`src/rtl/wguard_pkg.sv`:
```
package wguard_pkg;

    typedef enum logic [1:0] {
        GS_LOCKED    = 2'd0,
        GS_FIRST_KEY = 2'd1,
        GS_OPEN      = 2'd2
    } guard_state_e;

    // Register word spacing on the bus
    localparam int unsigned WORD_STRIDE = 4;
    // Width of the compared key field
    localparam int unsigned KEY_W = 8;

endpackage

```
`src/rtl/wguard_key_detect.sv`:
```
module wguard_key_detect #(
    parameter int unsigned          AW       = 8,
    parameter int unsigned          DW       = 32,
    parameter logic [AW-1:0]        KEY_ADDR = 8'h1C,
    parameter logic [7:0]           KEY_A    = 8'hCA,
    parameter logic [7:0]           KEY_B    = 8'h53
) (
    input  logic          wr_en,
    input  logic [AW-1:0] wr_addr,
    input  logic [DW-1:0] wr_data,
    output logic          key_wr,
    output logic          byte_is_a,
    output logic          byte_is_b
);
    import wguard_pkg::*;

    logic [KEY_W-1:0] key_byte;
    // Upper data bits take no part in key matching
    logic unused_upper;

    assign key_byte     = wr_data[KEY_W-1:0];
    assign unused_upper = &{1'b0, wr_data[DW-1:KEY_W]};

    always_comb begin
        key_wr    = wr_en && (wr_addr == KEY_ADDR);
        byte_is_a = (key_byte == KEY_A);
        byte_is_b = (key_byte == KEY_B);
    end

endmodule

```
`src/rtl/wguard_key_fsm.sv`:
```
module wguard_key_fsm (
    input  logic                     clk,
    input  logic                     rst_n,
    input  logic                     key_wr,
    input  logic                     byte_is_a,
    input  logic                     byte_is_b,
    output wguard_pkg::guard_state_e state_q,
    output logic                     open_o
);
    import wguard_pkg::*;

    guard_state_e state_d;

    // Next-state logic
    always_comb begin
        state_d = state_q;                        // T_HOLD
        if (key_wr) begin
            unique case (state_q)
                GS_LOCKED:    state_d = byte_is_a ? GS_FIRST_KEY : GS_LOCKED;  // T_KEY_A
                GS_FIRST_KEY: state_d = byte_is_b ? GS_OPEN : GS_LOCKED;       // T_KEY_B / T_ABORT
                GS_OPEN:      state_d = GS_LOCKED;                             // T_RELOCK
                default:      state_d = GS_LOCKED;
            endcase
        end
    end

    // State register
    always_ff @(posedge clk or negedge rst_n) begin
        if (!rst_n) state_q <= GS_LOCKED;
        else        state_q <= state_d;
    end

    // Outputs
    always_comb begin
        open_o = 1'b0;
        unique case (state_q)
            GS_LOCKED:    open_o = 1'b0;
            GS_FIRST_KEY: open_o = 1'b0;
            GS_OPEN:      open_o = 1'b1;
            default:      open_o = 1'b0;
        endcase
    end

    a_r2_first_key: assert property (@(posedge clk) disable iff (!rst_n)
        (state_q == GS_LOCKED && key_wr && byte_is_a) |=> state_q == GS_FIRST_KEY);

    a_r2_stay_locked: assert property (@(posedge clk) disable iff (!rst_n)
        (state_q == GS_LOCKED && key_wr && !byte_is_a) |=> state_q == GS_LOCKED);

    a_r3_open: assert property (@(posedge clk) disable iff (!rst_n)
        (state_q == GS_FIRST_KEY && key_wr && byte_is_b) |=> open_o);

    a_r4_abort: assert property (@(posedge clk) disable iff (!rst_n)
        (state_q == GS_FIRST_KEY && key_wr && !byte_is_b) |=> state_q == GS_LOCKED);

    a_r5_relock: assert property (@(posedge clk) disable iff (!rst_n)
        (state_q == GS_OPEN && key_wr) |=> state_q == GS_LOCKED);

    a_r7_hold: assert property (@(posedge clk) disable iff (!rst_n)
        !key_wr |=> $stable(state_q));

    a_r3_open_only_via_first: assert property (@(posedge clk) disable iff (!rst_n)
        $rose(open_o) |-> $past(state_q) == GS_FIRST_KEY);

endmodule

```
`src/rtl/wguard_prot_decode.sv`:
```
module wguard_prot_decode #(
    parameter int unsigned   AW        = 8,
    parameter int unsigned   NPROT     = 6,
    parameter logic [AW-1:0] PROT_BASE = 8'h00
) (
    input  logic             clk,
    input  logic             rst_n,
    input  logic             wr_en,
    input  logic [AW-1:0]    wr_addr,
    input  logic             open_i,
    output logic [NPROT-1:0] prot_we
);
    import wguard_pkg::*;

    logic [NPROT-1:0] addr_hit;

    for (genvar i = 0; i < NPROT; i++) begin : g_reg
        localparam logic [AW-1:0] REG_ADDR = AW'(PROT_BASE + i * WORD_STRIDE);
        assign addr_hit[i] = wr_en && (wr_addr == REG_ADDR);
    end

    assign prot_we = open_i ? addr_hit : '0;

    a_r10_onehot: assert property (@(posedge clk) disable iff (!rst_n)
        $onehot0(prot_we));

    a_r8_pass: assert property (@(posedge clk) disable iff (!rst_n)
        (open_i && wr_en && wr_addr == PROT_BASE) |-> prot_we[0]);

endmodule

```
`src/rtl/wguard_top.sv`:
```
module wguard_top #(
    parameter int unsigned   AW        = 8,
    parameter int unsigned   DW        = 32,
    parameter int unsigned   NPROT     = 6,
    parameter logic [AW-1:0] PROT_BASE = 8'h00,
    parameter logic [AW-1:0] KEY_ADDR  = 8'h1C,
    parameter logic [7:0]    KEY_A     = 8'hCA,
    parameter logic [7:0]    KEY_B     = 8'h53
) (
    input  logic             clk,
    input  logic             rst_n,
    input  logic             wr_en,
    input  logic [AW-1:0]    wr_addr,
    input  logic [DW-1:0]    wr_data,
    output logic             unlocked,
    output logic [NPROT-1:0] prot_we
);
    import wguard_pkg::*;

    logic         key_wr;
    logic         byte_is_a;
    logic         byte_is_b;
    logic         open_s;
    guard_state_e state_s;

    wguard_key_detect #(
        .AW(AW), .DW(DW), .KEY_ADDR(KEY_ADDR), .KEY_A(KEY_A), .KEY_B(KEY_B)
    ) u_detect (
        .wr_en    (wr_en),
        .wr_addr  (wr_addr),
        .wr_data  (wr_data),
        .key_wr   (key_wr),
        .byte_is_a(byte_is_a),
        .byte_is_b(byte_is_b)
    );

    wguard_key_fsm u_fsm (
        .clk      (clk),
        .rst_n    (rst_n),
        .key_wr   (key_wr),
        .byte_is_a(byte_is_a),
        .byte_is_b(byte_is_b),
        .state_q  (state_s),
        .open_o   (open_s)
    );

    wguard_prot_decode #(
        .AW(AW), .NPROT(NPROT), .PROT_BASE(PROT_BASE)
    ) u_decode (
        .clk    (clk),
        .rst_n  (rst_n),
        .wr_en  (wr_en),
        .wr_addr(wr_addr),
        .open_i (open_s),
        .prot_we(prot_we)
    );

    assign unlocked = open_s;

    a_r9_drop_when_closed: assert property (@(posedge clk) disable iff (!rst_n)
        (state_s != GS_OPEN) |-> prot_we == '0);

    a_r1_closed_after_reset: assert property (@(posedge clk)
        $rose(rst_n) |-> !unlocked);

endmodule

```
`config.mk`:
```
export PLATFORM = sky130hd
export DESIGN_NAME = wguard_top
export DESIGN_NICKNAME = d
export VERILOG_FILES = /design/src/rtl/wguard_pkg.sv /design/src/rtl/wguard_key_detect.sv /design/src/rtl/wguard_key_fsm.sv /design/src/rtl/wguard_prot_decode.sv /design/src/rtl/wguard_top.sv
export SDC_FILE = /design/constraint.sdc
export NUM_CORES = 1
export LEC_CHECK = 0
export BUFFER_PORTS_ARGS = -buffer_cell sky130_fd_sc_hd__buf_2
export CORE_AREA = 2 2 39 41
export DETAILED_ROUTE_END_ITERATION = 16
export DIE_AREA = 0 0 41 43
export HOLD_SLACK_MARGIN = 0.15
export SYNTH_ARGS = -nofsm -noshare
export SYNTH_HDL_FRONTEND = slang
export SYNTH_SLANG_ARGS = --single-unit
```
`constraint.sdc`:
```
create_clock -name clk -period 1 [get_ports clk]
set_clock_uncertainty 0.05 [all_clocks]
set_input_delay 0.2 -clock clk [delete_from_list [all_inputs] [get_ports clk]]
set_output_delay 0.2 -clock clk [all_outputs]
set_load 0.05 [all_outputs]
```
======== After elaboration in Yosys (flattened, before gate mapping) ========
Index checks and enable logic that the tools add are counted.
storage, ports and cells
  ROM bits ................................ 0
  memories ................................ 0
  register bits ........................... 2
  input port bits ......................... 43
  bits in writable memories ............... 0
  bits in latches ......................... 0
operators by class
  eq/ne operators ......................... 10
  $lt $le $gt $ge ......................... 0
  add/sub/neg operators ................... 0
  multipliers ............................. 0
  shift operators ......................... 0
  reduce and logical (&&, ||, !) cells .... 9
  bitwise logic cells ..................... 0
  multiplexer cells ....................... 5
  div/mod/pow operators ................... 0
operators by type and width
  operator                                                               count
  8-bit by 5-bit equality test with 1-bit output, second input constant  3
  8-bit by 4-bit equality test with 1-bit output, second input constant  2
  8-bit by 3-bit equality test with 1-bit output, second input constant  1
  8-bit by 7-bit equality test with 1-bit output, second input constant  1
  8-bit equality test, second input constant                             1
  8-bit logical NOT                                                      1
  1-bit logical AND                                                      7
  6-bit 2-to-1 mux                                                       1
  2-bit one-hot mux with 2 select lines                                  1
  2-bit by 1-bit equality test with 1-bit output, second input constant  1
  2-bit equality test, second input constant                             1
  2-bit logical NOT                                                      1
  1-bit 2-to-1 mux                                                       2
  2-bit 2-to-1 mux                                                       1

======== Depth between registers and ports, before layout ========
  depth in word-level cells ............... 3
  mapped depth ............................ 3

======== Modules after synthesis ========
A second synthesis with hierarchy kept.
second synthesis, totals
  cells, all modules ...................... 30
  area, all modules ....................... 255.2 um^2
modules (own cells, without submodules)
  module              seq. area each (um^2)  area an instance (um^2)  times used  cells each
  wguard_prot_decode  0.0                    98.8                     1           14
  wguard_key_fsm      50.0                   91.3                     1           8
  wguard_key_detect   0.0                    65.1                     1           8

======== Worst setup path after synthesis ========
Ideal clock, no wire load.
  path type ............................... register to output
  start point ............................. register u_fsm.state_q[0]
  end point ............................... output prot_we[2]
  data arrival time ....................... 2.565 ns
  path slack .............................. -1.815 ns
  buffers on the path ..................... 0
  data required time ...................... 0.750 ns
  stages on the path, launching flop included .. 4
  cell sequence ........................... dfrtp_1 > nor2b_1 > nand3b_1 > nor3_1
on the way
  word-level cells in the longest chain between the ends .. 3
RTL lines
  what                    RTL line                  text
  start, declared         wguard_key_fsm.sv:7       output wguard_pkg::guard_state_e state_q,
  start signal, assigned  wguard_key_fsm.sv:30      else state_q <= state_d;
  2-bit equality test     wguard_key_fsm.sv:36      unique case (state_q)
  1-bit 2-to-1 mux        wguard_key_fsm.sv:36
  named net unlocked      wguard_top.sv:15          output logic unlocked,
  6-bit 2-to-1 mux        wguard_prot_decode.sv:22  assign prot_we = open_i ? addr_hit : '0;
  end, declared           wguard_top.sv:16          output logic [NPROT-1:0] prot_we
The timed path passes the listed nets, and every way through them passes these cells.

======== Worst setup path in the final report ========
  start point ............................. register u_fsm.state_q[0]
  end point ............................... output prot_we[2]
on the way
  word-level cells in the longest chain between the ends .. 3
RTL lines
  what                 RTL line
  2-bit equality test  wguard_key_fsm.sv:36
  1-bit 2-to-1 mux     wguard_key_fsm.sv:36
  6-bit 2-to-1 mux     wguard_prot_decode.sv:22
No other way between the ends.

==> run_results.csv <==
group,metric,value,unit
critical_path,crit_chain,"nor2b_4 -> nand3b_1 -> buf_6 -> nor3_4 -> buf_6",
synthesis,syn_nets,69,
final_layout,fill_cells,142,
critical_path,crit_path_start,"u_fsm.state_q[0]",
timing,hold_violations,0,
critical_path,cp.depth,5,
final_layout,synthToLayoutAreaGrowth,169.2,%
global_route,antenna_found_initial,0,
final_layout,reg_top3,"u_fsm.state_q: 2 flops",
route,routed_via_density,4.450,
power,ir_drop,0.4216,mV
power,powerDensity,564.5,nW/um2
timing,setup_slack,-0.5654,ns
global_route,grt_pass1_vias,346,
timing,tns,-3.735,ns
synthesis,synth.yosys.warnings,0,
critical_path,endpoint,"prot_we[2]",
critical_path,required,0.75,ns
synthesis,synth.top_cell.area_share,21.98,%
critical_path,worst_ep_arrival_time,1.32,ns
timing,worstMarginPinSlew,0.2253,ns
critical_path,critPathMaxStageDelay,0.40,ns
min_path,hold_path.class,"in -> async",
route,drt_iter0_drc,0,
synthesis,synth-compound-area-share,0,%
global_route,grt_overflow,0,
global_route,met3_usage,4.712,%
synthesis,avgSynthCellArea,8.758,um2
final_layout,top_register,"u_fsm.state_q",
final_layout,fin_util,44.30,%
timing,slew-limit-headroom,84.91,%
final_layout,num_antenna_cells,0,
final_layout,drive_above_1_share,78.13,%
placement,io_buffers,25,
placement,dp_hpwl,615.1,um
clock_network,clk_pin_slew_worst_paths,0.03,ns
synthesis,synthXorXnorAreaFrac,0,%
global_route,grt_busiest_layer,"met2",
outcome,outcome,"finished with violations",
timing,period_share,156.5,%
outcome,violations,"setup timing",
floorplan,die_w,41,um
critical_path,critPathBufInv,2,
global_route,grt_max_degree,5,
synthesis,synthAdderAreaFrac,0,%
route,via_count,356,
final_layout,largest_register_ffs,2,
timing,setup_violations,9,
floorplan,rows,14,
clock_network,cts_root_buf,"clkbuf_4",
critical_path,cpLargestDelayFamily,"flip-flops",
critical_path,critPathMaxFanout,4,
synthesis,synth_area,227.7,um2
floorplan,core_region_area,1384,um2
clock_network,cts_tree,"done",
synthesis,synth_top_family_by_area,"simple AND/OR/NAND/NOR gates",
power,p_leak,0.2698,nW
final_layout,nNetsFinal,109,
synthesis,muxShareOfSynthArea,9.890,%
route,ant_nets,0,
clock_network,cts.sinks,2,
synthesis,synth_cells,26,
critical_path,worst_path_most_repeated_cell,"buf_6",
critical_path,crit_slowest_cell,"dfrtp_1",
floorplan,die_h,43,um
synthesis,yosys.area_share.simple,68.13,%
synthesis,ys_ff_latch,2,
synthesis,yosysUniqueCellTypes,15,
final_layout,final_common_cell,"buf_2",
critical_path,r2r_end,"u_fsm.state_q[1]",
critical_path,start_kind,"flop",
clock_network,cts.path.max_buffers,2,
floorplan,ioPinCount,50,
clock_network,insertion_delay,0.22,ns
synthesis,ys_top_cells_by_area,"dfrtp_1 (22%), nor4b_4 (10%), mux2_1 (9.9%), nand4bb_1 (9.9%), nor2_1 (9.9%)",
clock_network,htree_num_levels,1,
job,drv_cap,0,
critical_path,r2r_slack,-0.14,ns
global_route,grt_pass1_wl,1.117,mm
critical_path,end_kind,"output pin",
final_layout,mostFrequentLayoutCells,"buf_2 (18), buf_4 (8), buf_6 (6)",
floorplan,die_area,1763,um2
timing,fin_crit,1.565,ns
floorplan,start_util,16.46,%
route,wire_per_inst,9.988,um
critical_path,r2r_start,"u_fsm.state_q[0]",
critical_path,critPathKind,"reg -> out",
synthesis,synth_top_area_cell,"dfrtp_1",
clock_network,cts_buffers,3,
critical_path,ff2ff_path_depth,4,
route,firstDrtPassIters,1,
synthesis,ys_seq_area_share,21.98,%
timing,rsz0062_at_grt,"yes",
route,wl,799,um
global_route,met2_usage,15.63,%
route,drc,0,
global_route,gr-usage-met1,8.682,%
placement,gp_congestion,0.5976,
timing,fmax,0.6388,GHz
timing,drv_slew,0,
global_route,track_usage,9.538,%
-- cell type report --
class | count | area [um2] | area share, %
tap | 16 | 20.02 | 3.265
sequential | 2 | 50.05 | 8.163
multi-input combinational | 24 | 262.8 | 42.86
timing repair buffer | 35 | 257.7 | 42.04
clock buffer | 3 | 22.52 | 3.673
-- cells by family (layout without fill, tap and decap cells) --
logic type	count (synthesis)	after routing
muxes	2	2
and+or+nand+nor	22	22
buffers and inverters	0	38
DFF	2	2
-- per-stage QoR --
stage / power, W / std cells / hold slack [ns] / setup WS [ns] / area, um2
after floorplan: 0.0001030 / 26 / -0.1456 / -0.7768 / 269.0
after global placement: 0.0001571 / 75 / -0.06241 / -0.5598 / 474.2
after detailed placement: 0.0001590 / 75 / -0.06303 / -0.5777 / 474.2
after CTS: 0.0003491 / 80 / 0.2408 / -0.5390 / 581.8
after global routing: 0.0003740 / 80 / 0.2455 / -0.6492 / 613.1
final: 0.0003461 / 80 / 0.2367 / -0.5654 / 613.1
-- worst register-to-register path, stage by stage (launching register included) --
cell and delay [ns]:
dfrtp_1 0.40, buf_4 0.16, nand4b_1 0.08, nor4_1 0.05, mux2_1 0.28
-- layer usage --
metal  part of all wire, %  wire length (um)  vias to the layer above
li1                      -                 -                      178
met3                   8.3                66                        0
met5                     0                 0                        -
met1                    37               295                      166
met4                     0                 0                        0
met2                    55               437                       12
-- synthesized netlist by cell type --
cell / number
nand4b_1: 1
nand2_1: 2
and2_1: 1
nor2_1: 6
nor4_1: 2
nor3_1: 1
dfrtp_1: 2
nor4b_4: 1
nand4_2: 1
nand3b_1: 2
mux2_1: 2
or4_1: 1
nand3_1: 1
nor2b_1: 1
nand4bb_1: 2
-- how the worst min path moves through the flow --
stage / start / to / slack, ns
after global routing: rst_n / u_fsm.state_q[1] / 0.25
after global placement: rst_n / u_fsm.state_q[0] / -0.06
after CTS: rst_n / u_fsm.state_q[0] / 0.24
after floorplan: rst_n / u_fsm.state_q[0] / -0.15
after detailed placement: rst_n / u_fsm.state_q[0] / -0.06
final: rst_n / u_fsm.state_q[1] / 0.24
-- report_power, final --
part	internal (W)	total, W	switching [W]
Sequential	0.0000816	0.0000816	0.0000000276
Clock	0.000132	0.000177	0.0000450
Combinational	0.0000492	0.0000871	0.0000379
-- what timing repair did --
action | in CTS | in global routing
setup buffers | 2 | 0
hold endpoints to repair | 2 | 0
pin swaps | 2 | 1
hold buffers | 1 | 0
gates resized for setup | 19 | 5
endpoints found under the setup margin | 9 | 9
No activity file was read; power rests on OpenSTA's default activity.
